[src/rtl/board_io_pkg.sv]
// Package: shared word type, register offsets and fixed read values
// for the board I/O register decoder. Assumes byte offsets fit in 8 bits.
package board_io_pkg;
    localparam int DATA_W = 16;
    typedef logic [DATA_W-1:0] word_t;

    localparam logic [7:0] OFS_PLATFORM   = 8'h36;
    localparam logic [7:0] OFS_MB_ROM     = 8'h0E;
    localparam logic [7:0] OFS_SLOT_ROM0  = 8'h44;
    localparam logic [7:0] OFS_PRESENCE   = 8'h20;
    localparam logic [7:0] OFS_IRQ_MASK   = 8'h30;
    localparam logic [7:0] OFS_NET_STAT   = 8'h28;
    localparam logic [7:0] OFS_FLASH      = 8'h3C;
    localparam logic [7:0] OFS_ENV        = 8'h3A;
    localparam logic [7:0] OFS_ONBOARD    = 8'h26;
    localparam logic [7:0] OFS_CARDS      = 8'h12;
    localparam logic [7:0] OFS_CARD_CFG   = 8'h40;
    localparam logic [7:0] OFS_ONES_A     = 8'h14;
    localparam logic [7:0] OFS_ONES_B     = 8'h18;
    localparam logic [7:0] OFS_ONES_C     = 8'h2C;
    localparam logic [7:0] OFS_ONES_D     = 8'h2E;
    localparam logic [7:0] OFS_ONES_E     = 8'h48;
    localparam logic [7:0] OFS_ONES_F     = 8'h4A;

    localparam word_t PLATFORM_WORD = word_t'(4) << 5;
    localparam word_t ENV_WORD      = word_t'(16'h0020);
    localparam word_t ONBOARD_WORD  = word_t'(16'hFFFE);
    localparam word_t CARDS_WORD    = word_t'(16'h0007);
    localparam word_t CARD_CFG_WORD = word_t'(16'h0004);
    localparam word_t NET_STAT_WORD = word_t'(16'hFFEE);

    // Bit positions inside the EEPROM port words (decoded by software).
    localparam int MB_CS_BIT   = 0;
    localparam int MB_SK_BIT   = 1;
    localparam int MB_DI_BIT   = 2;
    localparam int MB_DO_BIT   = 3;
    localparam int SLOT_CS_BIT = 4;
    localparam int SLOT_SK_BIT = 2;
    localparam int SLOT_DI_BIT = 6;
    localparam int SLOT_DO_BIT = 7;

    // Presence bit of slot i is PRES_BASE + PRES_STEP*i.
    localparam int PRES_BASE = 3;
    localparam int PRES_STEP = 8;
endpackage

[src/rtl/bio_rom_port.sv]
// bio_rom_port: one bit-banged serial EEPROM port. Holds chip select,
// clock and data-in as registered pins loaded on a write strobe, and
// brings the device's data-out into the clock domain through two flops.
// Assumes the caller has already extracted the three control bits.
module bio_rom_port (
    input  logic       clk,
    input  logic       rst_n,
    input  logic       wr_en,
    input  logic [2:0] ctl_in,   // {cs, sk, di}
    output logic       rom_cs,
    output logic       rom_sk,
    output logic       rom_di,
    input  logic       rom_do,
    output logic       do_sync
);
    logic do_meta;

    // Pin register: load on write, otherwise hold.
    always_ff @(posedge clk) begin
        if (!rst_n) begin
            {rom_cs, rom_sk, rom_di} <= 3'b000;
        end else if (wr_en) begin
            {rom_cs, rom_sk, rom_di} <= ctl_in;
        end
    end

    // Two-stage synchronizer for the device data-out.
    always_ff @(posedge clk) begin
        if (!rst_n) begin
            do_meta <= 1'b0;
            do_sync <= 1'b0;
        end else begin
            do_meta <= rom_do;
            do_sync <= do_meta;
        end
    end
endmodule

[src/rtl/bio_irq_drain.sv]
// bio_irq_drain: level network interrupt that a source input sets and
// that is dropped after CLEAR_READS reads of the status register.
// Assumes CLEAR_READS >= 2; a set in the same cycle beats the clear.
module bio_irq_drain #(
    parameter int CLEAR_READS = 16,
    parameter int CNT_W       = $clog2(CLEAR_READS)
) (
    input  logic             clk,
    input  logic             rst_n,
    input  logic             stat_rd,
    input  logic             irq_set,
    output logic             irq,
    output logic [CNT_W-1:0] rd_cnt
);
    localparam logic [CNT_W-1:0] LAST = CNT_W'(CLEAR_READS - 1);

    logic wrap;
    assign wrap = stat_rd && (rd_cnt == LAST);

    // Status-read counter; wraps to zero on the clearing read.
    always_ff @(posedge clk) begin
        if (!rst_n) begin
            rd_cnt <= '0;
        end else if (wrap) begin
            rd_cnt <= '0;
        end else if (stat_rd) begin
            rd_cnt <= rd_cnt + 1'b1;
        end
    end

    // Interrupt level: set has priority over the drain clear.
    always_ff @(posedge clk) begin
        if (!rst_n) begin
            irq <= 1'b0;
        end else if (irq_set) begin
            irq <= 1'b1;
        end else if (wrap) begin
            irq <= 1'b0;
        end
    end
endmodule

[src/rtl/board_io_regs.sv]
// board_io_regs: offset decoder for the router board I/O registers.
// Read data is combinational from offset and state; writes land on the
// next edge. Assumes one access per cycle (bus_rd and bus_wr exclusive)
// and quasi-static presence inputs. NM_SLOTS must be 1 or 2 so that the
// presence bits stay inside the 16-bit word.
module board_io_regs
    import board_io_pkg::*;
#(
    parameter int ADDR_W      = 8,
    parameter int CLEAR_READS = 16,
    parameter int NM_SLOTS    = 2
) (
    input  logic                clk,
    input  logic                rst_n,
    input  logic [ADDR_W-1:0]   bus_addr,
    input  logic                bus_rd,
    input  logic                bus_wr,
    input  logic [DATA_W-1:0]   bus_wdata,
    output logic [DATA_W-1:0]   bus_rdata,
    output logic                mb_rom_cs,
    output logic                mb_rom_sk,
    output logic                mb_rom_di,
    input  logic                mb_rom_do,
    output logic [NM_SLOTS-1:0] slot_rom_cs,
    output logic [NM_SLOTS-1:0] slot_rom_sk,
    output logic [NM_SLOTS-1:0] slot_rom_di,
    input  logic [NM_SLOTS-1:0] slot_rom_do,
    input  logic [NM_SLOTS-1:0] slot_fitted,
    input  logic                sys_flash_fitted,
    input  logic                slot0_flash_fitted,
    input  logic                net_irq_set,
    output logic                net_irq
);
    localparam int CNT_W = $clog2(CLEAR_READS);

    word_t                     mask_q;
    word_t                     presence_word;
    word_t                     flash_word;
    logic                      mb_do_sync;
    logic [NM_SLOTS-1:0]       slot_do_sync;
    logic [NM_SLOTS-1:0][DATA_W-1:0] slot_word;
    logic [CNT_W-1:0]          drain_cnt;
    logic                      hit_mb;
    logic                      hit_mask;
    logic                      hit_stat;

    assign hit_mb   = (bus_addr == ADDR_W'(OFS_MB_ROM));
    assign hit_mask = (bus_addr == ADDR_W'(OFS_IRQ_MASK));
    assign hit_stat = (bus_addr == ADDR_W'(OFS_NET_STAT));

    // Mainboard EEPROM port.
    bio_rom_port u_mb_port (
        .clk     (clk),
        .rst_n   (rst_n),
        .wr_en   (bus_wr && hit_mb),
        .ctl_in  ({bus_wdata[MB_CS_BIT], bus_wdata[MB_SK_BIT], bus_wdata[MB_DI_BIT]}),
        .rom_cs  (mb_rom_cs),
        .rom_sk  (mb_rom_sk),
        .rom_di  (mb_rom_di),
        .rom_do  (mb_rom_do),
        .do_sync (mb_do_sync)
    );

    // One EEPROM port per module slot, at consecutive half-word offsets.
    for (genvar s = 0; s < NM_SLOTS; s++) begin : g_slot
        localparam logic [ADDR_W-1:0] SLOT_OFS = ADDR_W'(OFS_SLOT_ROM0 + 2 * s);

        bio_rom_port u_port (
            .clk     (clk),
            .rst_n   (rst_n),
            .wr_en   (bus_wr && (bus_addr == SLOT_OFS)),
            .ctl_in  ({bus_wdata[SLOT_CS_BIT], bus_wdata[SLOT_SK_BIT], bus_wdata[SLOT_DI_BIT]}),
            .rom_cs  (slot_rom_cs[s]),
            .rom_sk  (slot_rom_sk[s]),
            .rom_di  (slot_rom_di[s]),
            .rom_do  (slot_rom_do[s]),
            .do_sync (slot_do_sync[s])
        );

        assign slot_word[s] = word_t'(slot_do_sync[s]) << SLOT_DO_BIT;
    end

    // Network interrupt with read-count drain.
    bio_irq_drain #(
        .CLEAR_READS (CLEAR_READS),
        .CNT_W       (CNT_W)
    ) u_drain (
        .clk     (clk),
        .rst_n   (rst_n),
        .stat_rd (bus_rd && hit_stat),
        .irq_set (net_irq_set),
        .irq     (net_irq),
        .rd_cnt  (drain_cnt)
    );

    // Interrupt mask register.
    always_ff @(posedge clk) begin
        if (!rst_n) begin
            mask_q <= '0;
        end else if (bus_wr && hit_mask) begin
            mask_q <= bus_wdata;
        end
    end

    // Active-low presence word for the module slots.
    always_comb begin
        presence_word = '1;
        for (int s = 0; s < NM_SLOTS; s++) begin
            presence_word[PRES_BASE + PRES_STEP * s] = ~slot_fitted[s];
        end
    end

    // Active-low flash card presence word.
    assign flash_word = {{(DATA_W-2){1'b1}}, ~sys_flash_fitted, ~slot0_flash_fitted};

    // Read multiplexer over all decoded offsets.
    always_comb begin
        bus_rdata = '0;
        case (bus_addr)
            ADDR_W'(OFS_PLATFORM): bus_rdata = PLATFORM_WORD;
            ADDR_W'(OFS_MB_ROM):   bus_rdata = word_t'(mb_do_sync) << MB_DO_BIT;
            ADDR_W'(OFS_PRESENCE): bus_rdata = presence_word;
            ADDR_W'(OFS_IRQ_MASK): bus_rdata = mask_q;
            ADDR_W'(OFS_NET_STAT): bus_rdata = NET_STAT_WORD;
            ADDR_W'(OFS_FLASH):    bus_rdata = flash_word;
            ADDR_W'(OFS_ENV):      bus_rdata = ENV_WORD;
            ADDR_W'(OFS_ONBOARD):  bus_rdata = ONBOARD_WORD;
            ADDR_W'(OFS_CARDS):    bus_rdata = CARDS_WORD;
            ADDR_W'(OFS_CARD_CFG): bus_rdata = CARD_CFG_WORD;
            ADDR_W'(OFS_ONES_A), ADDR_W'(OFS_ONES_B), ADDR_W'(OFS_ONES_C),
            ADDR_W'(OFS_ONES_D), ADDR_W'(OFS_ONES_E), ADDR_W'(OFS_ONES_F):
                                   bus_rdata = '1;
            default:               bus_rdata = '0;
        endcase
        for (int s = 0; s < NM_SLOTS; s++) begin
            if (bus_addr == ADDR_W'(OFS_SLOT_ROM0 + 2 * s)) begin
                bus_rdata = slot_word[s];
            end
        end
    end
endmodule

[config.mk]
export PLATFORM = sky130hd
export DESIGN_NAME = board_io_regs
export DESIGN_NICKNAME = d
export VERILOG_FILES = /design/src/rtl/board_io_pkg.sv /design/src/rtl/bio_rom_port.sv /design/src/rtl/bio_irq_drain.sv /design/src/rtl/board_io_regs.sv
export SDC_FILE = /design/constraint.sdc
export NUM_CORES = 1
export LEC_CHECK = 0
export ABC_AREA = 1
export CORE_MARGIN = 1.5
export CORE_UTILIZATION = 49
export DETAILED_ROUTE_END_ITERATION = 16
export PLACE_DENSITY_LB_ADDON = 0.2
export SYNTH_ARGS = -nofsm -noshare
export SYNTH_HDL_FRONTEND = slang
export SYNTH_HIERARCHICAL = 1
export SYNTH_SLANG_ARGS = --single-unit
[constraint.sdc]
create_clock -name clk -period 4.2 [get_ports clk]
set_input_delay 0.42 -clock clk [delete_from_list [all_inputs] [get_ports clk]]
set_output_delay 0.42 -clock clk [all_outputs]
set_load 0.01 [all_outputs]
==> results of run 1 <==
cells by family after synthesis:
kind of cell / share of synthesized area (%)
flip-flops: 39.1
XOR/XNOR: 0.951
AO/OA/AOI/OAI: 6.79
AND/OR/NAND/NOR: 43.2
adder cells (fa/ha/maj): 0.679
buffers and inverters: 9.30
layout make-up:
type / count / area (µm²)
clock buffers: 6 / 72.6
clock inverters: 1 / 5.00
fillers: 335 / 1080
inverters: 35 / 136
multi-input cells: 208 / 951
flip-flops and latches: 36 / 721
well taps: 48 / 60.1
repair buffers: 61 / 611
worst max path at each step:
stage | from | endpoint | slack [ns] | depth (start not counted)
after floorplan | bus_addr[7] | u_drain/rd_cnt[2] | 2.42 | 6
after global placement | bus_addr[6] | bus_rdata[5] | 1.32 | 9
after detailed placement | bus_addr[6] | bus_rdata[5] | 1.35 | 9
after CTS | bus_addr[6] | bus_rdata[5] | 1.35 | 9
after global routing | bus_addr[5] | bus_rdata[5] | 1.20 | 10
final | bus_addr[6] | bus_rdata[5] | 1.36 | 9
per-layer routing:
| layer | wire length [µm] | part of all wire [%] | GRT usage [%] |
|---|---|---|---|
| met1 | 1980 | 50 | 30.0 |
| met2 | 1700 | 43 | 30.3 |
| met3 | 255 | 6.4 | 4.75 |
| met4 | 49 | 1.2 | 7.18 |
| met5 | 0 | 0 | 0 |
sequential cells by signal, summed over array words and instances (netlist names):
name,cells
mask_q,16
u_drain/rd_cnt,4
g_slot.u_port/do_meta,2
g_slot.u_port/do_sync,2
g_slot.u_port/rom_cs,2
g_slot.u_port/rom_di,2
g_slot.u_port/rom_sk,2
u_drain/irq,1
u_mb_port/do_meta,1
u_mb_port/do_sync,1
u_mb_port/rom_cs,1
u_mb_port/rom_di,1
u_mb_port/rom_sk,1
where the power goes:
part	leakage (nW)	total [mW]	internal [mW]	switching (mW)
sequential	0.292	0.347	0.345	0.00142
clock	0.0410	0.222	0.113	0.109
combinational	0.848	0.0880	0.0494	0.0386
total	1.18	0.656	0.507	0.149
cells in the mapped netlist, drive strengths merged:
cell    number  share of area (%)
dfxtp       36                 39
nand3b       2               0.81
o211ai       1               0.41
buf          3                1.7
nor2        84                 20
o21a         1               0.41
nand2       76                 17
a21oi        3               0.81
xnor2        1               0.48
o21ai       19                5.2
nor3b        1               0.41
xor2         1               0.48
inv         34                6.9
ha           1               0.68
nor3         2               0.54
nand3       11                3.3
clkbuf       1               0.20
nand4        5                1.7
clkinv       1               0.48
stage by stage:
step | worst slack [ns] | util, % | cell area [µm²] | power, mW | hold slack (ns)
after floorplan | 2.42 | - | 1840 | 0.387 | 0.390
after global placement | 1.32 | 68.2 | 2480 | 0.442 | 0.397
after detailed placement | 1.35 | 68.2 | 2480 | 0.442 | 0.400
after CTS | 1.35 | 70.4 | 2560 | 0.660 | 0.414
after global routing | 1.20 | 70.4 | 2560 | 0.690 | 0.434
final | 1.36 | 70.4 | 2560 | 0.656 | 0.415
worst min-delay path: cells and delay by family (launching register included):
kind	cells	cell delay, ns
buffers and inverters	1	0.04
DFF	1	0.30
and+or+nand+nor	1	0.05
==> flow_summary.toml, run 1 <==
[status]
outcome = "finished clean"

[clocking]
cts.clk_slew.worst_paths_ns = 0.06
clk-insertion-delay-late_ns = 0.27
cts_root_buffer = "sky130_fd_sc_hd__clkbuf_8"
tritoncts.num_buffers = 5
ctsLongestPathBuffers = 2
cts-resized-gates = 0
cts_tree = "yes"
post_cts_hold_buffer_count = 0
clock_sink_count = 36
cts-htree-levels = 2
post_cts_buffers = 0

[placed_design]
hpwl_um = 3050
dp_cells = 388
number_of_i_o_port_buffers = 61
place.gp.congestion = 0.877

[die]
die-area_um2 = 4140
num_io_pins = 62
die_x_um = 64.3
fp.dieH_um = 64.3
initial_core_util_pct = 50.7
num_rows = 22
core_area_um2 = 3630

[route]
detail_route.drc_violations = 0
drtIter0Drc = 103
finalWirelength_um = 3980
vias_per_cell = 4.71
ant_nets = 0
route.detailed.wl_per_inst_um = 10.1
vias = 1859
drt-pass1-iter-count = 4

[min_path]
timing.hold.worst_path_depth = 2
hold-path-endpoint = "g_slot[0].u_port/do_sync"
worstHoldPathType = "flip-flop to flip-flop"
hold_start = "g_slot[0].u_port/do_meta"

[timing]
final.min_clock_period_ns = 2.84
slew_headroom_pct = 28.1
finalSetupTns_ns = 0
tightest_slew_ns = 1.08
hold_viol_final = 0
report.final.setup_viol = 0
grt_setup_unrepaired = "no"
timing.final.crit_share_pct = 67.5
final_max_slew_violation_count = 0
max_freq_mhz = 353
clock-skew-final_ns = 0.000940

[pwr]
static_leakage_nw = 1.18
power_density_cells_nw_per_um2 = 257
max-vdd-ir-drop_uv = 326

[synth]
ys.warnings.count = 6
synth.distinct_cells = 28
syn_area_um2 = 1840
syn_inst = 283
synth.ff_latch_count = 36
sequential_cell_area_fraction_in_the_yosys_report_pct = 39.1
synth_area_per_cell_um2 = 6.51
postSynthNetCount = 320

[setup_path]
max_stage_delay_ns = 0.50
required_ns = 3.78
cell_type_of_the_slowest_stage_on_the_worst_timing_path = "sky130_fd_sc_hd__clkdlybuf4s50_1"
worstPathMaxFanout = 9
critical_path.most_common_cell = "sky130_fd_sc_hd__nor2_1"
worst_path_dominant_cell_family = "simple AND/OR/NAND/NOR gates"
start_kind = "input port"
worst-endpoint-arrival_ns = 2.42
worst_setup_path_end_kind = "primary output"
capturing_point_of_the_worst_reg2reg_path = "u_drain/rd_cnt[2]"
worst-setup-path-type = "input port to primary output"
timing.rr.start = "u_drain/rd_cnt[0]"
r2r_cells = 4
rrSetupSlack_ns = 3.12
critical_path.n_buffers_inverters = 2
crit_chain = "clkdlybuf4s50_1, nor2_1, nand2_1, nor2_1, nor2_1, nand3_2, nor2_4, nand3_1, clkdlybuf4s50_1"

[global_routing]
grt_overflow = 0
gr-usage-all-layers_pct = 20.8
via_count_of_the_first_global_routing_pass = 1567
grt_antenna_before_repair = 0
maximum_number_of_pins_on_one_net_before_global_route_repair = 35
grt_first_pass_wirelength_um = 6820

[final_layout]
area_growth_syn_to_layout_pct = 38.7
mostFrequentLayoutCell = "sky130_fd_sc_hd__nor2_1"
post_layout_nonfiller_instances = 395
antenna_cells = 0
post_route_cells_drive_above_1_share_pct = 6.05
final_nets = 384
layout.cells.most_common_list = "77 x sky130_fd_sc_hd__nor2_1, 70 x sky130_fd_sc_hd__nand2_1, 61 x sky130_fd_sc_hd__clkdlybuf4s50_1"

[flow_run]
timing.max_cap.violations = 0
No activity file was read; power rests on OpenSTA's default activity.
==> inputs of run 2 (changes only) <==
Settings changed: CORE_UTILIZATION 49 to 41.
Clock period 4.2 ns to 2.4 ns, I/O delays scaled along.
==> flow_summary.toml, run 2 (synthesized netlist as in run 1, its figures left out) <==
[setup_path]
crit_chain = "clkdlybuf4s50_1, inv_1, nor2_1, nand2_2, nor2_1, inv_1, nand3_4, nor2_1, nand3_1, clkdlybuf4s50_1"
rrSetupSlack_ns = 1.39
critical_path.most_common_cell = "sky130_fd_sc_hd__nor2_1"
worst_setup_path_end_kind = "primary output"
start_kind = "input port"
max_stage_delay_ns = 0.54
worst-setup-path-type = "input port to primary output"
worstPathMaxFanout = 5
required_ns = 2.16
critical_path.n_buffers_inverters = 4
worst-endpoint-arrival_ns = 2.11
cell_type_of_the_slowest_stage_on_the_worst_timing_path = "sky130_fd_sc_hd__clkdlybuf4s50_1"
worst_path_dominant_cell_family = "buffers and inverters"

[die]
die-area_um2 = 4910
num_rows = 24
num_io_pins = 62
fp.dieH_um = 70.0
die_x_um = 70.0
initial_core_util_pct = 42.3
core_area_um2 = 4350

[min_path]
worstHoldPathType = "flip-flop to flip-flop"

[final_layout]
final_area_um2 = 2720
final_nets = 396
post_route_cells_drive_above_1_share_pct = 11.4
mostFrequentLayoutCell = "sky130_fd_sc_hd__nor2_1"
largest-register = "mask_q"
number_of_flip_flops_under_the_largest_register_name = 16
largestRegisters = "mask_q: 16 flops, u_drain/rd_cnt: 4 flops"
antenna_cells = 0
layout.cells.most_common_list = "71 x sky130_fd_sc_hd__nor2_1, 69 x sky130_fd_sc_hd__nand2_1, 46 x sky130_fd_sc_hd__clkdlybuf4s50_1"
area_growth_syn_to_layout_pct = 47.8

[placed_design]
number_of_i_o_port_buffers = 61
place.gp.congestion = 0.884
placement.cell_area_um2 = 2570
hpwl_um = 3250

[global_routing]
grt_overflow = 0
grt_antenna_before_repair = 0
via_count_of_the_first_global_routing_pass = 1613
grt_first_pass_wirelength_um = 7360
gr-usage-all-layers_pct = 19.0
maximum_number_of_pins_on_one_net_before_global_route_repair = 35

[timing]
timing.final.crit_share_pct = 97.9
slew_headroom_pct = 73.1
clock-skew-final_ns = 0.00622
report.final.setup_viol = 0
final.min_clock_period_ns = 2.35
grt_setup_unrepaired = "yes"
final_max_slew_violation_count = 0
tightest_slew_ns = 0.402
final.hold.worst_slack_ns = 0.412
hold_viol_final = 0
max_freq_mhz = 426

[clocking]
cts_root_buffer = "sky130_fd_sc_hd__clkbuf_8"
clk-insertion-delay-late_ns = 0.28
cts_tree = "yes"
post_cts_hold_buffer_count = 0
clock_sink_count = 36
cts-htree-levels = 2
cts.clk_slew.worst_paths_ns = 0.06
tritoncts.num_buffers = 5
ctsLongestPathBuffers = 2
post_cts_buffers = 0

[route]
route.detailed.wl_per_inst_um = 10.8
drt-pass1-iter-count = 4
finalWirelength_um = 4440
detail_route.drc_violations = 0
vias = 1912
drtIter0Drc = 128
vias_per_cell = 4.65
ant_nets = 0

[pwr]
max-vdd-ir-drop_uv = 324
power_density_cells_nw_per_um2 = 429
static_leakage_nw = 1.46

[flow_run]
timing.max_cap.violations = 0

[status]
outcome = "finished clean"
==> run 2: cell count changes in the layout (fill, tap and decap cells not counted), sizes merged <==
cell,change
clkdlybuf4s50,-15
dlymetal6s2s,+13
buf,+11
dlygate4sd2,+2
clkbuf,-1
clkinvlp,+1
nor2,+1
==> run 2: cell type report <==
class | count | area [µm²]
Clock buffer | 5 | 68.8
Clock inverter | 2 | 12.5
Fill cell | 403 | 1630
Inverter | 35 | 136
Multi-Input combinational cell | 209 | 997
Sequential cell | 36 | 721
Tap cell | 52 | 65.1
Timing Repair Buffer | 72 | 723
==> run 2: metrics by stage <==
stage	utilization, %	setup slack [ns]	setup TNS [ns]	instances	power, mW
after floorplan	-	0.795	0	283	0.677
after global placement	58.9	0.00714	0	403	0.780
after detailed placement	58.9	-0.0125	-0.0214	403	0.781
after CTS	61.0	0.0135	0	411	1.19
after global routing	62.6	-0.0572	-0.110	411	1.23
final	62.6	0.0506	0	411	1.17
==> run 2: path summary, 6_finish.rpt <==
path / end / start / depth (start not counted)
max: bus_rdata[7] / bus_addr[5] / 10
min: u_mb_port/do_sync / u_mb_port/do_meta / 2
max reg2reg: u_drain/rd_cnt[2] / u_drain/rd_cnt[0] / 4
min reg2reg: u_mb_port/do_sync / u_mb_port/do_meta / 2
==> run 2: worst reg2reg max path, delay by kind of cell, from the launching register on <==
family	cells	cell delay [ns]
adder cells (fa/ha/maj)	1	0.20
flip-flops	1	0.39
AND/OR/NAND/NOR	3	0.33
==> run 2: where the power goes <==
part	switching (mW)	internal, mW	total, mW	leakage (nW)
clock	0.204	0.196	0.400	0.0400
combinational	0.0736	0.0884	0.162	1.13
sequential	0.00239	0.604	0.607	0.292
total	0.280	0.889	1.17	1.46
==> run 2: per-layer routing <==
metal	vias up	global-route usage [%]	share of wire, %
met4	0	8.33	2.1
met5	-	0	0
met2	56	28.6	45
li1	1022	-	-
met3	7	5.77	6.5
met1	827	25.0	47
==> run 2: repair_timing <==
action,CTS,global route
resized for setup,4,22
cloned,1,0
pin swaps,2,4
endpoints found under the setup margin,3,16
